$ cat config.mk
export PLATFORM = sky130hd
export DESIGN_NAME = qcmd_sched
export DESIGN_NICKNAME = d
export VERILOG_FILES = /design/src/rtl/qcmd_pkg.sv /design/src/rtl/qcmd_trig.sv /design/src/rtl/qcmd_store.sv /design/src/rtl/qcmd_flags.sv /design/src/rtl/qcmd_seq.sv /design/src/rtl/qcmd_sched.sv
export SDC_FILE = /design/constraint.sdc
export NUM_CORES = 1
export LEC_CHECK = 0
export BUFFER_PORTS_ARGS = -buffer_cell sky130_fd_sc_hd__buf_2
export CAP_MARGIN = 15
export CORE_MARGIN = 5
export CORE_UTILIZATION = 40
export CTS_BUF_LIST = sky130_fd_sc_hd__clkbuf_4 sky130_fd_sc_hd__clkbuf_8
export DETAILED_ROUTE_END_ITERATION = 8
export GPL_TIMING_DRIVEN = 0
export SETUP_SLACK_MARGIN = 0.3
export SLEW_MARGIN = 20
export SYNTH_ARGS = -nofsm -noshare
export SYNTH_HDL_FRONTEND = slang
export SYNTH_HIERARCHICAL = 1
export SYNTH_SLANG_ARGS = --single-unit
export TNS_END_PERCENT = 5
$ cat constraint.sdc
create_clock -name clk -period 5.01 [get_ports clk]
set_input_delay 0.2505 -clock clk [delete_from_list [all_inputs] [get_ports clk]]
set_output_delay 0.2505 -clock clk [all_outputs]
set_load 0.02 [all_outputs]
$ cat src/rtl/qcmd_pkg.sv
package qcmd_pkg;

   typedef enum logic [2:0] {
      QS_IDLE    = 3'd0,
      QS_ACTIVE  = 3'd1,
      QS_PAUSED  = 3'd2,
      QS_PENDING = 3'd3,
      QS_SUSP    = 3'd4
   } qstate_e;

   // combined status: upper pair for queue 1, lower pair for queue 2
   function automatic logic [3:0] encode_status(qstate_e s1, qstate_e s2);
      logic [1:0] hi;
      logic [1:0] lo;
      case (s1)
         QS_PAUSED: hi = 2'b01;
         QS_ACTIVE: hi = 2'b10;
         default:   hi = 2'b00;
      endcase
      if (s1 == QS_ACTIVE) begin
         case (s2)
            QS_PAUSED:  lo = 2'b01;
            QS_SUSP:    lo = 2'b10;
            QS_PENDING: lo = 2'b11;
            default:    lo = 2'b00;
         endcase
      end else begin
         case (s2)
            QS_ACTIVE:  lo = 2'b01;
            QS_PAUSED:  lo = 2'b10;
            QS_PENDING: lo = 2'b11;
            QS_SUSP:    lo = 2'b11;
            default:    lo = 2'b00;
         endcase
      end
      return {hi, lo};
   endfunction

endpackage

$ cat src/rtl/qcmd_trig.sv
module qcmd_trig #(
   parameter bit HAS_TMR = 1'b0
) (
   input  logic clk,
   input  logic rst_n,
   input  logic en,
   input  logic ext,
   input  logic sw,
   input  logic tmr,
   output logic go
);
   logic ext_d;
   logic ext_rise;
   logic tmr_hit;

   always_ff @(posedge clk) begin
      if (!rst_n) ext_d <= 1'b0;
      else        ext_d <= ext;
   end

   assign ext_rise = ext & ~ext_d;

   generate
      if (HAS_TMR) begin : g_tmr
         assign tmr_hit = tmr;
      end else begin : g_no_tmr
         assign tmr_hit = tmr & 1'b0;
      end
   endgenerate

   assign go = en & (ext_rise | sw | tmr_hit);

endmodule

$ cat src/rtl/qcmd_store.sv
module qcmd_store #(
   parameter int DEPTH = 8,
   parameter int CMD_W = 8,
   localparam int IDX_W = (DEPTH > 1) ? $clog2(DEPTH) : 1
) (
   input  logic             clk,
   input  logic             rst_n,
   input  logic             we,
   input  logic             wq,
   input  logic [IDX_W-1:0] widx,
   input  logic [CMD_W-1:0] wdata,
   input  logic [IDX_W-1:0] rptr1,
   input  logic [IDX_W-1:0] rptr2,
   output logic [CMD_W-1:0] rdata1,
   output logic [CMD_W-1:0] rdata2
);
   logic [CMD_W-1:0] rd [2];

   generate
      for (genvar q = 0; q < 2; q++) begin : g_q
         logic [CMD_W-1:0] mem [DEPTH];
         always_ff @(posedge clk) begin
            if (!rst_n) begin
               for (int i = 0; i < DEPTH; i++) mem[i] <= '0;
            end else if (we && (wq == q[0])) begin
               mem[widx] <= wdata;
            end
         end
         assign rd[q] = mem[(q == 0) ? rptr1 : rptr2];
      end
   endgenerate

   assign rdata1 = rd[0];
   assign rdata2 = rd[1];

endmodule

$ cat src/rtl/qcmd_flags.sv
module qcmd_flags #(
   parameter int N = 6
) (
   input  logic         clk,
   input  logic         rst_n,
   input  logic [N-1:0] set,
   input  logic [N-1:0] clr,
   output logic [N-1:0] q
);
   always_ff @(posedge clk) begin
      if (!rst_n) q <= '0;
      else        q <= (q & ~clr) | set;
   end
endmodule

$ cat src/rtl/qcmd_seq.sv
module qcmd_seq
   import qcmd_pkg::*;
#(
   parameter int DEPTH = 8,
   parameter int CH_W  = 6,
   localparam int CMD_W = CH_W + 2,
   localparam int IDX_W = (DEPTH > 1) ? $clog2(DEPTH) : 1
) (
   input  logic             clk,
   input  logic             rst_n,
   input  logic             go1,
   input  logic             go2,
   input  logic [1:0]       cont,
   input  logic             done,
   input  logic [CMD_W-1:0] cmd1,
   input  logic [CMD_W-1:0] cmd2,
   output logic [IDX_W-1:0] ptr1,
   output logic [IDX_W-1:0] ptr2,
   output logic             start,
   output logic [CH_W-1:0]  chan,
   output logic             abort,
   output logic [1:0]       set_cf,
   output logic [1:0]       set_pf,
   output logic [1:0]       set_tor,
   output qstate_e          q1_st,
   output qstate_e          q2_st
);
   localparam int PZ_BIT  = CH_W;
   localparam int EOL_BIT = CH_W + 1;
   localparam logic [IDX_W-1:0] LAST = IDX_W'(DEPTH - 1);

   logic busy;
   logic own;          // 0: queue 1 holds the converter, 1: queue 2
   logic q1_takes;
   logic q2_gate;
   logic abort_now;
   logic fin;
   logic [CMD_W-1:0] cur;
   logic cur_last;
   logic cur_pz;

   assign q1_takes  = go1 && (q1_st != QS_ACTIVE);
   assign q2_gate   = (q1_st != QS_ACTIVE) && !q1_takes;
   assign abort_now = q1_takes && busy && own;
   assign fin       = busy && done && !abort_now;
   assign cur       = own ? cmd2 : cmd1;
   assign cur_pz    = cur[PZ_BIT];
   assign cur_last  = cur[EOL_BIT] || ((own ? ptr2 : ptr1) == LAST);

   assign set_tor[0] = go1 && (q1_st == QS_ACTIVE);
   assign set_tor[1] = go2 && ((q2_st == QS_ACTIVE) || (q2_st == QS_PENDING) ||
                               (q2_st == QS_SUSP));
   assign set_cf[0]  = fin && !own && cur_last;
   assign set_cf[1]  = fin &&  own && cur_last;
   assign set_pf[0]  = fin && !own && cur_pz;
   assign set_pf[1]  = fin &&  own && cur_pz;

   // queue 1 state and pointer
   always_ff @(posedge clk) begin
      if (!rst_n) begin
         q1_st <= QS_IDLE;
         ptr1  <= '0;
      end else if (q1_takes) begin
         q1_st <= QS_ACTIVE;
      end else if (fin && !own) begin
         if (cur_last) begin
            ptr1  <= '0;
            q1_st <= cont[0] ? QS_ACTIVE : QS_IDLE;
         end else if (cur_pz) begin
            ptr1  <= ptr1 + 1'b1;
            q1_st <= QS_PAUSED;
         end else begin
            ptr1  <= ptr1 + 1'b1;
         end
      end
   end

   // queue 2 state and pointer
   always_ff @(posedge clk) begin
      if (!rst_n) begin
         q2_st <= QS_IDLE;
         ptr2  <= '0;
      end else begin
         case (q2_st)
            QS_IDLE, QS_PAUSED: begin
               if (go2) q2_st <= QS_PENDING;
            end
            QS_PENDING, QS_SUSP: begin
               if (q2_gate) q2_st <= QS_ACTIVE;
            end
            QS_ACTIVE: begin
               if (q1_takes) begin
                  q2_st <= QS_SUSP;
               end else if (fin && own) begin
                  if (cur_last) begin
                     ptr2  <= '0;
                     q2_st <= cont[1] ? QS_ACTIVE : QS_IDLE;
                  end else if (cur_pz) begin
                     ptr2  <= ptr2 + 1'b1;
                     q2_st <= QS_PAUSED;
                  end else begin
                     ptr2  <= ptr2 + 1'b1;
                  end
               end
            end
            default: q2_st <= QS_IDLE;
         endcase
      end
   end

   // converter handshake
   always_ff @(posedge clk) begin
      if (!rst_n) begin
         busy  <= 1'b0;
         own   <= 1'b0;
         start <= 1'b0;
         abort <= 1'b0;
         chan  <= '0;
      end else begin
         start <= 1'b0;
         abort <= 1'b0;
         if (abort_now) begin
            busy  <= 1'b0;
            abort <= 1'b1;
         end else if (fin) begin
            busy <= 1'b0;
         end else if (!busy) begin
            if (q1_st == QS_ACTIVE) begin
               busy  <= 1'b1;
               own   <= 1'b0;
               start <= 1'b1;
               chan  <= cmd1[CH_W-1:0];
            end else if ((q2_st == QS_ACTIVE) && !q1_takes) begin
               busy  <= 1'b1;
               own   <= 1'b1;
               start <= 1'b1;
               chan  <= cmd2[CH_W-1:0];
            end
         end
      end
   end

endmodule

$ cat src/rtl/qcmd_sched.sv
module qcmd_sched
   import qcmd_pkg::*;
#(
   parameter int DEPTH    = 8,
   parameter int CH_W     = 6,
   parameter bit Q2_TIMER = 1'b1,
   localparam int CMD_W = CH_W + 2,
   localparam int IDX_W = (DEPTH > 1) ? $clog2(DEPTH) : 1
) (
   input  logic             clk,
   input  logic             rst_n,
   input  logic [1:0]       q_en,
   input  logic [1:0]       q_cont,
   input  logic [1:0]       ext_trig,
   input  logic [1:0]       sw_trig,
   input  logic             tmr_trig,
   input  logic             cmd_we,
   input  logic             cmd_wq,
   input  logic [IDX_W-1:0] cmd_widx,
   input  logic [CMD_W-1:0] cmd_wdata,
   input  logic             conv_done,
   output logic             conv_start,
   output logic [CH_W-1:0]  conv_chan,
   output logic             conv_abort,
   output logic [1:0]       cf,
   output logic [1:0]       pf,
   output logic [1:0]       tor,
   input  logic [1:0]       clr_cf,
   input  logic [1:0]       clr_pf,
   input  logic [1:0]       clr_tor,
   output logic [3:0]       qstat
);
   generate
      if (DEPTH < 2) begin : g_bad_depth
         $error("qcmd_sched: DEPTH must be at least 2");
      end
      if (CH_W < 1) begin : g_bad_chw
         $error("qcmd_sched: CH_W must be at least 1");
      end
   endgenerate

   logic [1:0]       go;
   logic [CMD_W-1:0] cmd1;
   logic [CMD_W-1:0] cmd2;
   logic [IDX_W-1:0] ptr1;
   logic [IDX_W-1:0] ptr2;
   logic [1:0]       set_cf;
   logic [1:0]       set_pf;
   logic [1:0]       set_tor;
   logic [5:0]       flags;
   qstate_e          q1_st;
   qstate_e          q2_st;

   generate
      for (genvar q = 0; q < 2; q++) begin : g_trig
         qcmd_trig #(.HAS_TMR((q == 1) && Q2_TIMER)) u_trig (
            .clk   (clk),
            .rst_n (rst_n),
            .en    (q_en[q]),
            .ext   (ext_trig[q]),
            .sw    (sw_trig[q]),
            .tmr   ((q == 1) ? tmr_trig : 1'b0),
            .go    (go[q])
         );
      end
   endgenerate

   qcmd_store #(.DEPTH(DEPTH), .CMD_W(CMD_W)) u_store (
      .clk    (clk),
      .rst_n  (rst_n),
      .we     (cmd_we),
      .wq     (cmd_wq),
      .widx   (cmd_widx),
      .wdata  (cmd_wdata),
      .rptr1  (ptr1),
      .rptr2  (ptr2),
      .rdata1 (cmd1),
      .rdata2 (cmd2)
   );

   qcmd_seq #(.DEPTH(DEPTH), .CH_W(CH_W)) u_seq (
      .clk     (clk),
      .rst_n   (rst_n),
      .go1     (go[0]),
      .go2     (go[1]),
      .cont    (q_cont),
      .done    (conv_done),
      .cmd1    (cmd1),
      .cmd2    (cmd2),
      .ptr1    (ptr1),
      .ptr2    (ptr2),
      .start   (conv_start),
      .chan    (conv_chan),
      .abort   (conv_abort),
      .set_cf  (set_cf),
      .set_pf  (set_pf),
      .set_tor (set_tor),
      .q1_st   (q1_st),
      .q2_st   (q2_st)
   );

   qcmd_flags #(.N(6)) u_flags (
      .clk   (clk),
      .rst_n (rst_n),
      .set   ({set_tor, set_pf, set_cf}),
      .clr   ({clr_tor, clr_pf, clr_cf}),
      .q     (flags)
   );

   assign cf    = flags[1:0];
   assign pf    = flags[3:2];
   assign tor   = flags[5:4];
   assign qstat = encode_status(q1_st, q2_st);

endmodule

After elaboration in Yosys (flattened, before gate mapping)
Memory sizes are Yosys's and may differ from the RTL's. A register that Yosys moved wholly into a read port is not among the register bits.
Index checks and enable logic that the tools add are counted.
{"block": "totals", "ff_bits": 30, "mem_bits_rw": 128, "input_bits": 31, "wordCells": 133, "n_memories": 2}
{"memory": "u_store.g_q[0].mem", "words": 8, "word_bits": 8, "rd": 1, "rd_clocked_by_memory_dff": 1, "wr": 8, "line_no": "qcmd_store.sv:21", "text": "logic [CMD_W-1:0] mem [DEPTH];"}
{"memory": "u_store.g_q[1].mem", "words": 8, "word_bits": 8, "rd": 1, "rd_clocked_by_memory_dff": 1, "wr": 8, "line_no": "qcmd_store.sv:21"}
{"block": "classes", "addsub": 2, "n_eq_ne": 12, "n_mux": 45, "n_bitwise": 18, "reduce_logical": 41}
{"operator": "$mux 3", "count": 16}
{"operator": "$mux 8", "count": 3}
{"operator": "$mux 1", "count": 19}
{"operator": "$logic_and 1x1->1", "count": 17}
{"operator": "$reduce_or 8->1", "count": 2}
{"operator": "$mux 6", "count": 2}
{"operator": "$pmux 2 s3", "count": 2}
{"operator": "$eq 3x2->1 const B", "count": 3}
{"operator": "$pmux 3 s3", "count": 1}
{"operator": "$not 1->1", "count": 8}
{"operator": "$reduce_and 4->1", "count": 2}
{"operator": "$add 3x1->3 const B", "count": 2}
{"operator": "$and 6x6->6", "count": 1}
{"operator": "$eq 3x1->1 const B", "count": 2}
{"operator": "$eq 3x3->1 const B", "count": 2}
{"operator": "$not 6->6", "count": 1}
{"operator": "$or 6x6->6", "count": 1}
{"operator": "$reduce_and 2->1", "count": 3}
{"operator": "$reduce_bool 2->1", "count": 3}
{"operator": "$reduce_or 2->1", "count": 3}
{"operator": "$and 1x1->1", "count": 4}
{"operator": "$ne 2x1->1 const B", "count": 2}
{"operator": "$ne 4x1->1 const B", "count": 1}
{"operator": "$pmux 2 s2", "count": 1}
{"operator": "11 further kinds", "count": 17}

Depth between registers and ports, before layout
Gate-level depths: netlist (run 1).
{"block": "depth", "depth_word": 13, "ltp_mapped": 9}

By module
Netlist (run 1), hierarchy kept.
{"mod": "qcmd_store", "instances": 1, "cells_each": 384, "area_each_um2": 5893.2, "seq_area_each_um2": 3843.7}
{"mod": "qcmd_seq", "instances": 1, "cells_each": 135, "area_each_um2": 1116.1, "seq_area_each_um2": 420.4}
{"mod": "qcmd_flags", "instances": 1, "cells_each": 18, "area_each_um2": 247.7, "seq_area_each_um2": 120.1}
{"mod": "qcmd_sched", "instances": 1, "cells_each": 10, "area_each_um2": 71.3, "seq_area_each_um2": 0.0}
{"mod": "qcmd_trig at g_trig[1].u_trig", "instances": 1, "cells_each": 4, "area_each_um2": 50.0, "seq_area_each_um2": 20.0}
{"mod": "qcmd_trig at g_trig[0].u_trig", "instances": 1, "cells_each": 4, "area_each_um2": 48.8, "seq_area_each_um2": 20.0}

Worst setup path before layout (run 1)
OpenSTA, ideal clock, no wires.
{"block": "synth_path", "kind": "flip-flop to flip-flop", "start": "register u_seq.ptr1[0]", "end": "register u_seq.q2_st[0]", "t_arrival_ns": 2.471, "path_slack_ns": 2.448, "path_stages_with_launch": 9, "n_path_buf": 2, "period_less_slack_ns": 2.562, "cell_sequence": "dfxtp_1 -> buf_6 -> buf_12 -> mux4_1 -> mux2_2 -> a311oi_2 -> a31oi_2 -> o311a_1 -> a311oi_1"}
{"block": "synth_between", "elab_chain_cells": 7, "elab_cells_between_ends": 9}
{"element": "start: declaration", "line_no": "qcmd_seq.sv:17", "text": "output logic [IDX_W-1:0] ptr1,"}
{"element": "start signal: assignment", "line_no": "qcmd_seq.sv:70", "text": "ptr1 <= ptr1 + 1'b1;"}
{"element": "start signal: assignment", "line_no": "qcmd_seq.sv:73", "text": "ptr1 <= ptr1 + 1'b1;"}
{"element": "$mux 3 (*)", "line_no": "qcmd_seq.sv:48", "text": "assign cur_last = cur[EOL_BIT] || ((own ? ptr2 : ptr1) == LAST);"}
{"element": "$eq 3x3->1 (*)", "line_no": "qcmd_seq.sv:48"}
{"element": "$logic_or 1x1->1 (*)", "line_no": "qcmd_seq.sv:48"}
{"element": "$mux 3", "line_no": "qcmd_seq.sv:95", "text": "if (cur_last) begin"}
{"element": "$mux 3", "line_no": "qcmd_seq.sv:94", "text": "end else if (fin && own) begin"}
{"element": "$mux 3", "line_no": "qcmd_seq.sv:92", "text": "if (q1_takes) begin"}
{"element": "$pmux 3 s3", "line_no": "qcmd_seq.sv:84", "text": "case (q2_st)"}
{"element": "end signal: assignment", "line_no": "qcmd_seq.sv:97", "text": "q2_st <= cont[1] ? QS_ACTIVE : QS_IDLE;"}
{"element": "end: declaration", "line_no": "qcmd_seq.sv:26", "text": "output qstate_e q2_st"}
Every way passes the cells marked *; elsewhere a longest branch is shown, timed or not. The select of a mux whose other input is x is not followed.
A chain may end at the register's enable or synchronous reset.

Final worst setup path (run 1)
{"block": "layout_path", "start": "register u_seq.ptr1[2]", "end": "register u_seq.q2_st[0]"}
The elaborated chain is that of the path after synthesis.

==> results.yml, run 1 <==
synth:
  synth-warning-count: 6
  synthesis.area_per_instance_um2: 13.4
  synth.cell_area_um2: 7420
  postSynthNetCount: 587
  netlist_instances: 554
sta:
  report.final.slew_viol_count: 0
  timing.final.crit_period_ns: 3.11
  finalClockSkew_ns: 0.0139
  hold_ws_ns: 0.0417
  worst_slew_margin_rel: 0.367
  fin_tns_setup_ns: 0
  setup-violations-final: 0
  period_share: 0.620
  rsz0062_at_grt: "false"
  report.final.hold_viol_count: 0
  tightestPinTransition_ns: 0.943
  max_freq_mhz: 322
worst_hold_path:
  hold_path_depth: 2
  min-delay-start: "ext_trig[0]"
  hold_class: "in -> reg"
setup_path:
  critical_path_data_required_time_ns: 5.35
  crit_start: "u_seq/ptr1[2]"
  reg2reg_slack_ns: 1.90
  crit-reg2reg-launch: "u_seq/ptr1[2]"
  critPathBufInv: 2
  critPathArrivalTime_ns: 3.45
  crit_family: "compound AO/OA/AOI/OAI gates"
  cp.depth: 8
  timing.critical_path.slowest_cell_delay_ns: 0.43
  worst_setup_path_end_kind: "flop"
  critical-path-slowest-cell: "sky130_fd_sc_hd__o311a_1"
  worstPathMaxFanout: 10
  worstPathCellList: "clkbuf_1 > buf_2 > mux4_1 > mux2_2 > a311oi_2 > a31oi_2 > o311a_1 > a311oi_1"
  worstRegToRegCells: 8
  timing.critical_path.from_type: "flop"
  setup.worst_path.class: "reg -> reg"
final_layout:
  fin_area_um2: 8330
  area_growth_pct: 12.2
  final_common_cell: "sky130_fd_sc_hd__nor3_1"
  final_cell_mix: "sky130_fd_sc_hd__nor3_1 (130), sky130_fd_sc_hd__edfxtp_1 (128), sky130_fd_sc_hd__buf_2 (54)"
  final_core_util: 0.459
  antenna-diode-count: 0
  drive_gt1_frac: 0.211
  design.final.nets: 654
place:
  placed_cell_area_um2: 7950
  post_detailed_placement_half_perimeter_wirelength_um: 13100
  place.gp.congestion: 0.794
  buffer_ports.inserted: 48
clock_network:
  worstSkewPairLatency_ns: 0.44
  clock-sinks: 157
  cts_buffer_depth: 2
  cts_inserted_buffers: 17
  tritoncts: "built"
  post_cts_buffers: 0
  cts_root_buffer: "sky130_fd_sc_hd__clkbuf_8"
  worst_setup_hold_path_clk_slew_ns: 0.08
  cts_resized: 0
  htreeDepth: 4
  cts_hold_buffers: 0
power_and_ir_drop:
  cellInternalPower_mw: 2.16
  pwr_density_cell_nw_per_um2: 354
  vdd_ir_drop_max_mv: 0.147
  total_switching_power_mw: 0.791
  power_switching_share: 0.268
  clock_power_share: 0.309
  leakage_nw: 2.73
  power_share_of_the_combinational_group: 0.163
  seq_power_share: 0.529
  total_power_mw: 2.95
die:
  floorplan.rows: 49
  design.portCount: 49
  initial_core_util: 0.409
  coreArea_um2: 18100
  dieHeight_um: 146
  die-area_um2: 21400
  die_width_um: 146
global_routing:
  grt_max_degree: 17
  grt_pass1_wl_um: 28700
  antenna_found_initial: 0
  global_route.usage.total: 0.176
  grt_remaining_overflow: 0
  first_global_vias: 5062
run_status:
  run_status: "finished, final reports clean"
routing:
  drtAntennaViolNets: 0
  via_count: 5040
  drc_errors: 0
  wire_per_inst_um: 21.6
  detail_route.vias_per_cell: 5.84
  finalWirelength_um: 18600
  drtIter0Drc: 402
  drt_pre_antenna_iters: 5
job:
  cap_viol_max_count: 0
-- worst reg2reg max path, stage by stage (launching register included) --
cell and delay (ns):
sky130_fd_sc_hd__dfxtp_1 0.39, sky130_fd_sc_hd__clkbuf_1 0.34, sky130_fd_sc_hd__buf_2 0.36, sky130_fd_sc_hd__mux4_1 0.40
sky130_fd_sc_hd__mux2_2 0.33, sky130_fd_sc_hd__a311oi_2 0.33, sky130_fd_sc_hd__a31oi_2 0.16, sky130_fd_sc_hd__o311a_1 0.43
sky130_fd_sc_hd__a311oi_1 0.28
-- per-layer routing --
layer  track usage  wire [um]  share of wire
met2         0.283       8940           0.48
met4        0.0795        565          0.030
met1         0.228       7580           0.41
met5             0          0              0
met3        0.0397       1550          0.083
-- flip-flops by register name, indices dropped and copies added (netlist names) --
signal,cells
g_trig.u_trig/ext_d,2
u_seq/busy,1
u_seq/ptr1,3
u_seq/abort,1
u_seq/ptr2,3
u_store/g_q.mem,128
u_seq/q1_st,2
u_seq/own,1
u_seq/chan,6
u_seq/q2_st,3
u_flags/q,6
u_seq/start,1
-- power by group through the flow --
| stage | Clock, mW | Combinational, mW | Sequential (mW) |
|---|---|---|---|
| after floorplan | 0 | 0.313 | 1.59 |
| after global placement | 0 | 0.469 | 1.58 |
| after detailed placement | 0 | 0.476 | 1.59 |
| after CTS | 0.934 | 0.478 | 1.56 |
| after global routing | 0.983 | 0.520 | 1.57 |
| final | 0.910 | 0.480 | 1.56 |
-- through the flow --
| stage | std cells | worst slack (ns) |
|---|---|---|
| 2_1_floorplan | 554 | 2.45 |
| 5_1_grt | 863 | 1.74 |
| 4_1_cts | 863 | 1.93 |
| 6_report | 863 | 1.90 |
| 3_3_place_gp | 831 | 2.00 |
| 3_5_place_dp | 831 | 1.96 |
-- worst paths after layout --
check                           end
max                  u_seq/q2_st[0]
min          g_trig[0].u_trig/ext_d
max reg2reg          u_seq/q2_st[0]
min reg2reg           u_seq/chan[3]
-- final cells by class --
cell class / count / area, um2
Tap cell: 229 / 287
Sequential cell: 157 / 4420
Timing Repair Buffer: 48 / 240
Buffer: 55 / 280
Clock inverter: 6 / 61.3
Fill cell: 1650 / 9820
Inverter: 13 / 48.8
Clock buffer: 26 / 320
Multi-Input combinational cell: 329 / 2670
Note: power is estimated with default switching activity, not from simulation.
==> run 2: changes to the inputs <==
Clock period 5.01 ns to 3 ns, I/O delays scaled along.
==> results.yml, run 2 (same netlist as run 1, synthesis figures left out) <==
final_layout:
  top_regs: "u_store/g_q.mem (128), u_flags/q (6), u_seq/chan (6)"
  final_core_util: 0.471
  final_common_cell: "sky130_fd_sc_hd__nor3_1"
  registers.top_by_ff_count: "u_store/g_q.mem"
  fin_area_um2: 8550
  final_cell_mix: "sky130_fd_sc_hd__nor3_1 (130), sky130_fd_sc_hd__edfxtp_1 (128), sky130_fd_sc_hd__buf_2 (52)"
  design.final.nets: 674
  area_growth_pct: 15.1
  antenna-diode-count: 0
  drive_gt1_frac: 0.240
  largest_register_ffs: 128
sta:
  rsz0062_at_grt: "false"
  tightestPinTransition_ns: 0.946
  setup-violations-final: 0
  period_share: 0.872
  fin_tns_setup_ns: 0
  report.final.slew_viol_count: 0
  timing.final.crit_period_ns: 2.62
  finalClockSkew_ns: 0.0140
  worst_slew_margin_rel: 0.365
  report.final.hold_viol_count: 0
  max_freq_mhz: 382
setup_path:
  crit-reg2reg-launch: "u_seq/ptr1[0]"
  reg2reg_slack_ns: 0.38
  worst_setup_path_end_kind: "flop"
  worstPathMaxFanout: 8
  timing.critical_path.from_type: "flop"
  setup.worst_path.class: "reg -> reg"
  worstRegToRegCells: 9
  crit-reg2reg-capture: "u_seq/q2_st[1]"
  critPathArrivalTime_ns: 2.94
  critical_path_data_required_time_ns: 3.32
worst_hold_path:
  hold_path_depth: 3
  min-delay-start: "clr_pf[1]"
  hold_class: "in -> reg"
  worst_hold_path.endpoint: "u_flags/q[3]"
die:
  design.portCount: 49
  die_width_um: 146
  dieHeight_um: 146
  initial_core_util: 0.409
  floorplan.rows: 49
  coreArea_um2: 18100
  die-area_um2: 21400
global_routing:
  grt_max_degree: 17
  global_route.usage.total: 0.176
  grt_remaining_overflow: 0
  antenna_found_initial: 0
  first_global_vias: 5094
  grt_pass1_wl_um: 28800
clock_network:
  cts_inserted_buffers: 17
  htreeDepth: 4
  cts_root_buffer: "sky130_fd_sc_hd__clkbuf_8"
  worst_setup_hold_path_clk_slew_ns: 0.08
  tritoncts: "built"
  worstSkewPairLatency_ns: 0.45
  clock-sinks: 157
  cts_buffer_depth: 2
routing:
  drc_errors: 0
  via_count: 5133
  drtIter0Drc: 434
  finalWirelength_um: 18900
  drt_pre_antenna_iters: 5
  wire_per_inst_um: 21.5
  detail_route.vias_per_cell: 5.81
  drtAntennaViolNets: 0
place:
  post_detailed_placement_half_perimeter_wirelength_um: 13100
  buffer_ports.inserted: 48
  placed_cell_area_um2: 7950
  place.gp.congestion: 0.794
power_and_ir_drop:
  leakage_nw: 2.84
  pwr_density_cell_nw_per_um2: 582
  vdd_ir_drop_max_mv: 0.253
run_status:
  run_status: "finished, final reports clean"
job:
  cap_viol_max_count: 0
-- run 2: cell count changes in the layout (fill, tap and decap cells not counted), sizes merged --
cell,before,now
dlygate4sd3,0,4
buf,63,79
-- run 2: worst max path at each step --
| stage | from | end |
|---|---|---|
| 6_report | u_seq/ptr1[0] | u_seq/q2_st[1] |
| 5_1_grt | u_seq/ptr1[0] | u_seq/q2_st[1] |
| 4_1_cts | u_seq/ptr2[2] | u_seq/q2_st[1] |
| 3_5_place_dp | u_seq/ptr1[2] | u_seq/q2_st[0] |
| 3_3_place_gp | u_seq/ptr1[2] | u_seq/q2_st[0] |
| 2_1_floorplan | u_seq/ptr1[0] | u_seq/q2_st[0] |
-- run 2: metal layers --
metal	GRT usage	up-vias	routed length [um]
met2	0.284	239	9150
met3	0.0400	31	1460
met1	0.229	2537	7820
li1	-	2326	-
met5	0	-	0
met4	0.0795	0	521
-- run 2: critical path, cell delays in order (launching register included) --
cell                       delay (ns)
sky130_fd_sc_hd__dfxtp_4         0.37
sky130_fd_sc_hd__buf_8           0.13
sky130_fd_sc_hd__buf_12          0.13
sky130_fd_sc_hd__mux4_2          0.54
sky130_fd_sc_hd__mux2_4          0.30
sky130_fd_sc_hd__a311oi_4        0.34
sky130_fd_sc_hd__a31oi_4         0.08
sky130_fd_sc_hd__o311a_1         0.39
sky130_fd_sc_hd__mux2i_1         0.16
sky130_fd_sc_hd__nor2_1          0.05
-- run 2: area by class of cell --
cell class                      instances  area (um2)
Clock buffer                           26         320
Multi-Input combinational cell        329        2690
Clock inverter                          6        61.3
Sequential cell                       157        4430
Tap cell                              229         287
Fill cell                            1633        9600
Inverter                               13        48.8
Timing Repair Buffer                   68         413
Buffer                                 55         298
-- run 2: metrics by stage --
stage / instances / hold WS (ns) / power, mW / setup slack (ns)
floorplan: 554 / 0.267 / 3.19 / 0.438
global placement: 831 / 0.386 / 3.43 / -0.0103
detailed placement: 831 / 0.387 / 3.45 / -0.0550
CTS: 867 / 0.0000947 / 4.98 / 0.315
global route: 883 / -0.00811 / 5.19 / 0.293
finish: 883 / 0.0253 / 4.98 / 0.384
-- run 2: timing repair --
| item | 4_1_cts | 5_1_grt |
|---|---|---|
| setup buffers | 0 | 16 |
| gates resized for setup | 13 | 5 |
| hold endpoints to repair | 4 | 0 |
| hold buffers | 4 | 0 |
| pin swaps | 3 | 3 |
| setup endpoints to repair | 11 | 3 |
-- run 2: power breakdown --
part	switching [mW]	internal, mW	leakage (nW)
Clock	0.747	0.778	0.206
Combinational	0.498	0.349	1.18
Sequential	0.0933	2.51	1.46
Total	1.34	3.64	2.84
==> run 3: changes to the inputs <==
Settings changed: CORE_UTILIZATION 40 to 60, PLACE_DENSITY set to 0.79.
Clock period 3 ns to 2.8 ns, I/O delays scaled along.
==> results.yml, run 3 (same netlist as run 1, synthesis figures left out) <==
clock_network:
  tritoncts: "built"
  cts_inserted_buffers: 17
  worst_setup_hold_path_clk_slew_ns: 0.08
  htreeDepth: 4
  cts_buffer_depth: 2
  cts_root_buffer: "sky130_fd_sc_hd__clkbuf_8"
  clock-sinks: 157
  worstSkewPairLatency_ns: 0.45
sta:
  worst_slew_margin_rel: 0.268
  hold_ws_ns: 0.0259
  period_share: 0.892
  timing.final.crit_period_ns: 2.50
  report.final.hold_viol_count: 0
  max_freq_mhz: 400
  tightestPinTransition_ns: 1.09
  worst_setup_slack_after_layout_ns: 0.303
  setup-violations-final: 0
  report.final.slew_viol_count: 0
  rsz0062_at_grt: "true"
  finalClockSkew_ns: 0.00736
  fin_tns_setup_ns: 0
place:
  buffer_ports.inserted: 48
  placed_cell_area_um2: 7880
  post_detailed_placement_half_perimeter_wirelength_um: 12600
  dpl_worst_slack_ns: -0.0742
  place.gp.congestion: 0.903
power_and_ir_drop:
  clock_power_share: 0.347
  power_share_of_the_combinational_group: 0.160
  leakage_nw: 2.83
  cellInternalPower_mw: 4.22
  vdd_ir_drop_max_mv: 0.373
  total_switching_power_mw: 1.44
  pwr_density_cell_nw_per_um2: 666
  seq_power_share: 0.493
  power_switching_share: 0.254
setup_path:
  worstPathCellList: "buf_6 > buf_12 > mux4_2 > mux2_2 > mux2_4 > o311a_4 > mux2i_1 > nor2_1"
  critical_path_data_required_time_ns: 3.12
  critical-path-slowest-cell: "sky130_fd_sc_hd__mux4_2"
  crit_family: "multiplexers"
  critPathBufInv: 2
  timing.critical_path.from_type: "flop"
  worstPathMaxFanout: 7
  worst_setup_path_end_kind: "flop"
  timing.critical_path.slowest_cell_delay_ns: 0.53
  setup.worst_path.class: "reg -> reg"
  critPathArrivalTime_ns: 2.82
job:
  cap_viol_max_count: 0
worst_hold_path:
  hold_class: "in -> reg"
global_routing:
  grt_max_degree: 17
  antenna_found_initial: 0
  grt_pass1_wl_um: 28400
  global_route.usage.total: 0.256
  grt_remaining_overflow: 0
  first_global_vias: 5167
final_layout:
  final_core_util: 0.705
  antenna-diode-count: 0
  final_common_cell: "sky130_fd_sc_hd__nor3_1"
  top_regs: "u_store/g_q.mem (128), u_flags/q (6), u_seq/chan (6)"
  area_growth_pct: 14.5
  fin_area_um2: 8500
  largest_register_ffs: 128
  design.final.nets: 667
  drive_gt1_frac: 0.235
  final_cell_mix: "sky130_fd_sc_hd__nor3_1 (130), sky130_fd_sc_hd__edfxtp_1 (128), sky130_fd_sc_hd__buf_2 (52)"
  registers.top_by_ff_count: "u_store/g_q.mem"
routing:
  finalWirelength_um: 18100
  drtAntennaViolNets: 0
  drtIter0Drc: 693
  drt_pre_antenna_iters: 5
  detail_route.vias_per_cell: 6.50
  via_count: 5292
  wire_per_inst_um: 22.3
  top_layer_used: "met5"
  wl_met3_um: 2050
  routed-wl-met2_um: 8940
  m1WireLength_um: 6520
  drc_errors: 0
die:
  floorplan.rows: 40
  die_width_um: 121
  dieHeight_um: 121
  design.portCount: 49
  die-area_um2: 14700
  coreArea_um2: 12100
  initial_core_util: 0.615
run_status:
  run_status: "finished, final reports clean"
[run 3: cell count changes in the layout (fill, tap and decap cells not counted), moves of 2 or more]
cell | before | now
sky130_fd_sc_hd__clkbuf_4 | 7 | 3
sky130_fd_sc_hd__buf_4 | 17 | 10
sky130_fd_sc_hd__bufinv_16 | 1 | 6
sky130_fd_sc_hd__inv_4 | 2 | 0
sky130_fd_sc_hd__mux4_2 | 5 | 7
sky130_fd_sc_hd__clkbuf_8 | 20 | 17
sky130_fd_sc_hd__clkinvlp_4 | 0 | 2
sky130_fd_sc_hd__mux4_1 | 27 | 25
[run 3: layout make-up]
class	count	area, um2
sequential	157	4430
fill	784	3560
multi-input combinational	329	2690
timing repair buffer	61	348
buffer	55	302
clock buffer	19	249
clock inverter	12	218
tap	168	210
inverter	13	48.8
[run 3: worst paths after layout]
kind	depth (start not counted)	slack (ns)	endpoint	start
max	8	0.30	u_seq/q2_st[1]	u_seq/ptr2[0]
min	3	0.03	u_flags/q[5]	clr_tor[1]
max reg2reg	8	0.30	u_seq/q2_st[1]	u_seq/ptr2[0]
min reg2reg	2	0.52	u_seq/chan[4]	u_seq/chan[4]
[run 3: timing repair]
| action | in CTS | in global routing |
|---|---|---|
| gates resized for setup | 18 | 5 |
| endpoints found under the setup margin | 11 | 9 |
| buffers inserted | 9 | 0 |
| hold buffers | 4 | 0 |
| hold endpoints to repair | 4 | 0 |
| pin swaps | 3 | 1 |
[run 3: power groups by stage]
stage	logic [mW]	registers [mW]	clock network (mW)
2_1_floorplan	0.560	2.85	0
3_3_place_gp	0.817	2.83	0
3_5_place_dp	0.839	2.84	0
4_1_cts	0.875	2.79	1.97
5_1_grt	0.975	2.81	2.08
6_report	0.906	2.79	1.96
[run 3: worst min-delay path: stages]
cell and delay (ns):
sky130_fd_sc_hd__buf_2 0.11, sky130_fd_sc_hd__nor2b_4 0.09, sky130_fd_sc_hd__o21a_1 0.10
[run 3: per-stage QoR]
stage	power, mW	std cells
4_1_cts	5.64	814
3_5_place_dp	3.68	770
2_1_floorplan	3.41	554
3_3_place_gp	3.65	770
5_1_grt	5.86	814
6_report	5.66	814
[run 3: layer usage]
metal / vias to the layer above / GRT usage
li1: 2306 / -
met1: 2512 / 0.326
met2: 421 / 0.430
met3: 51 / 0.0513
met4: 2 / 0.106
met5: - / 0.0221
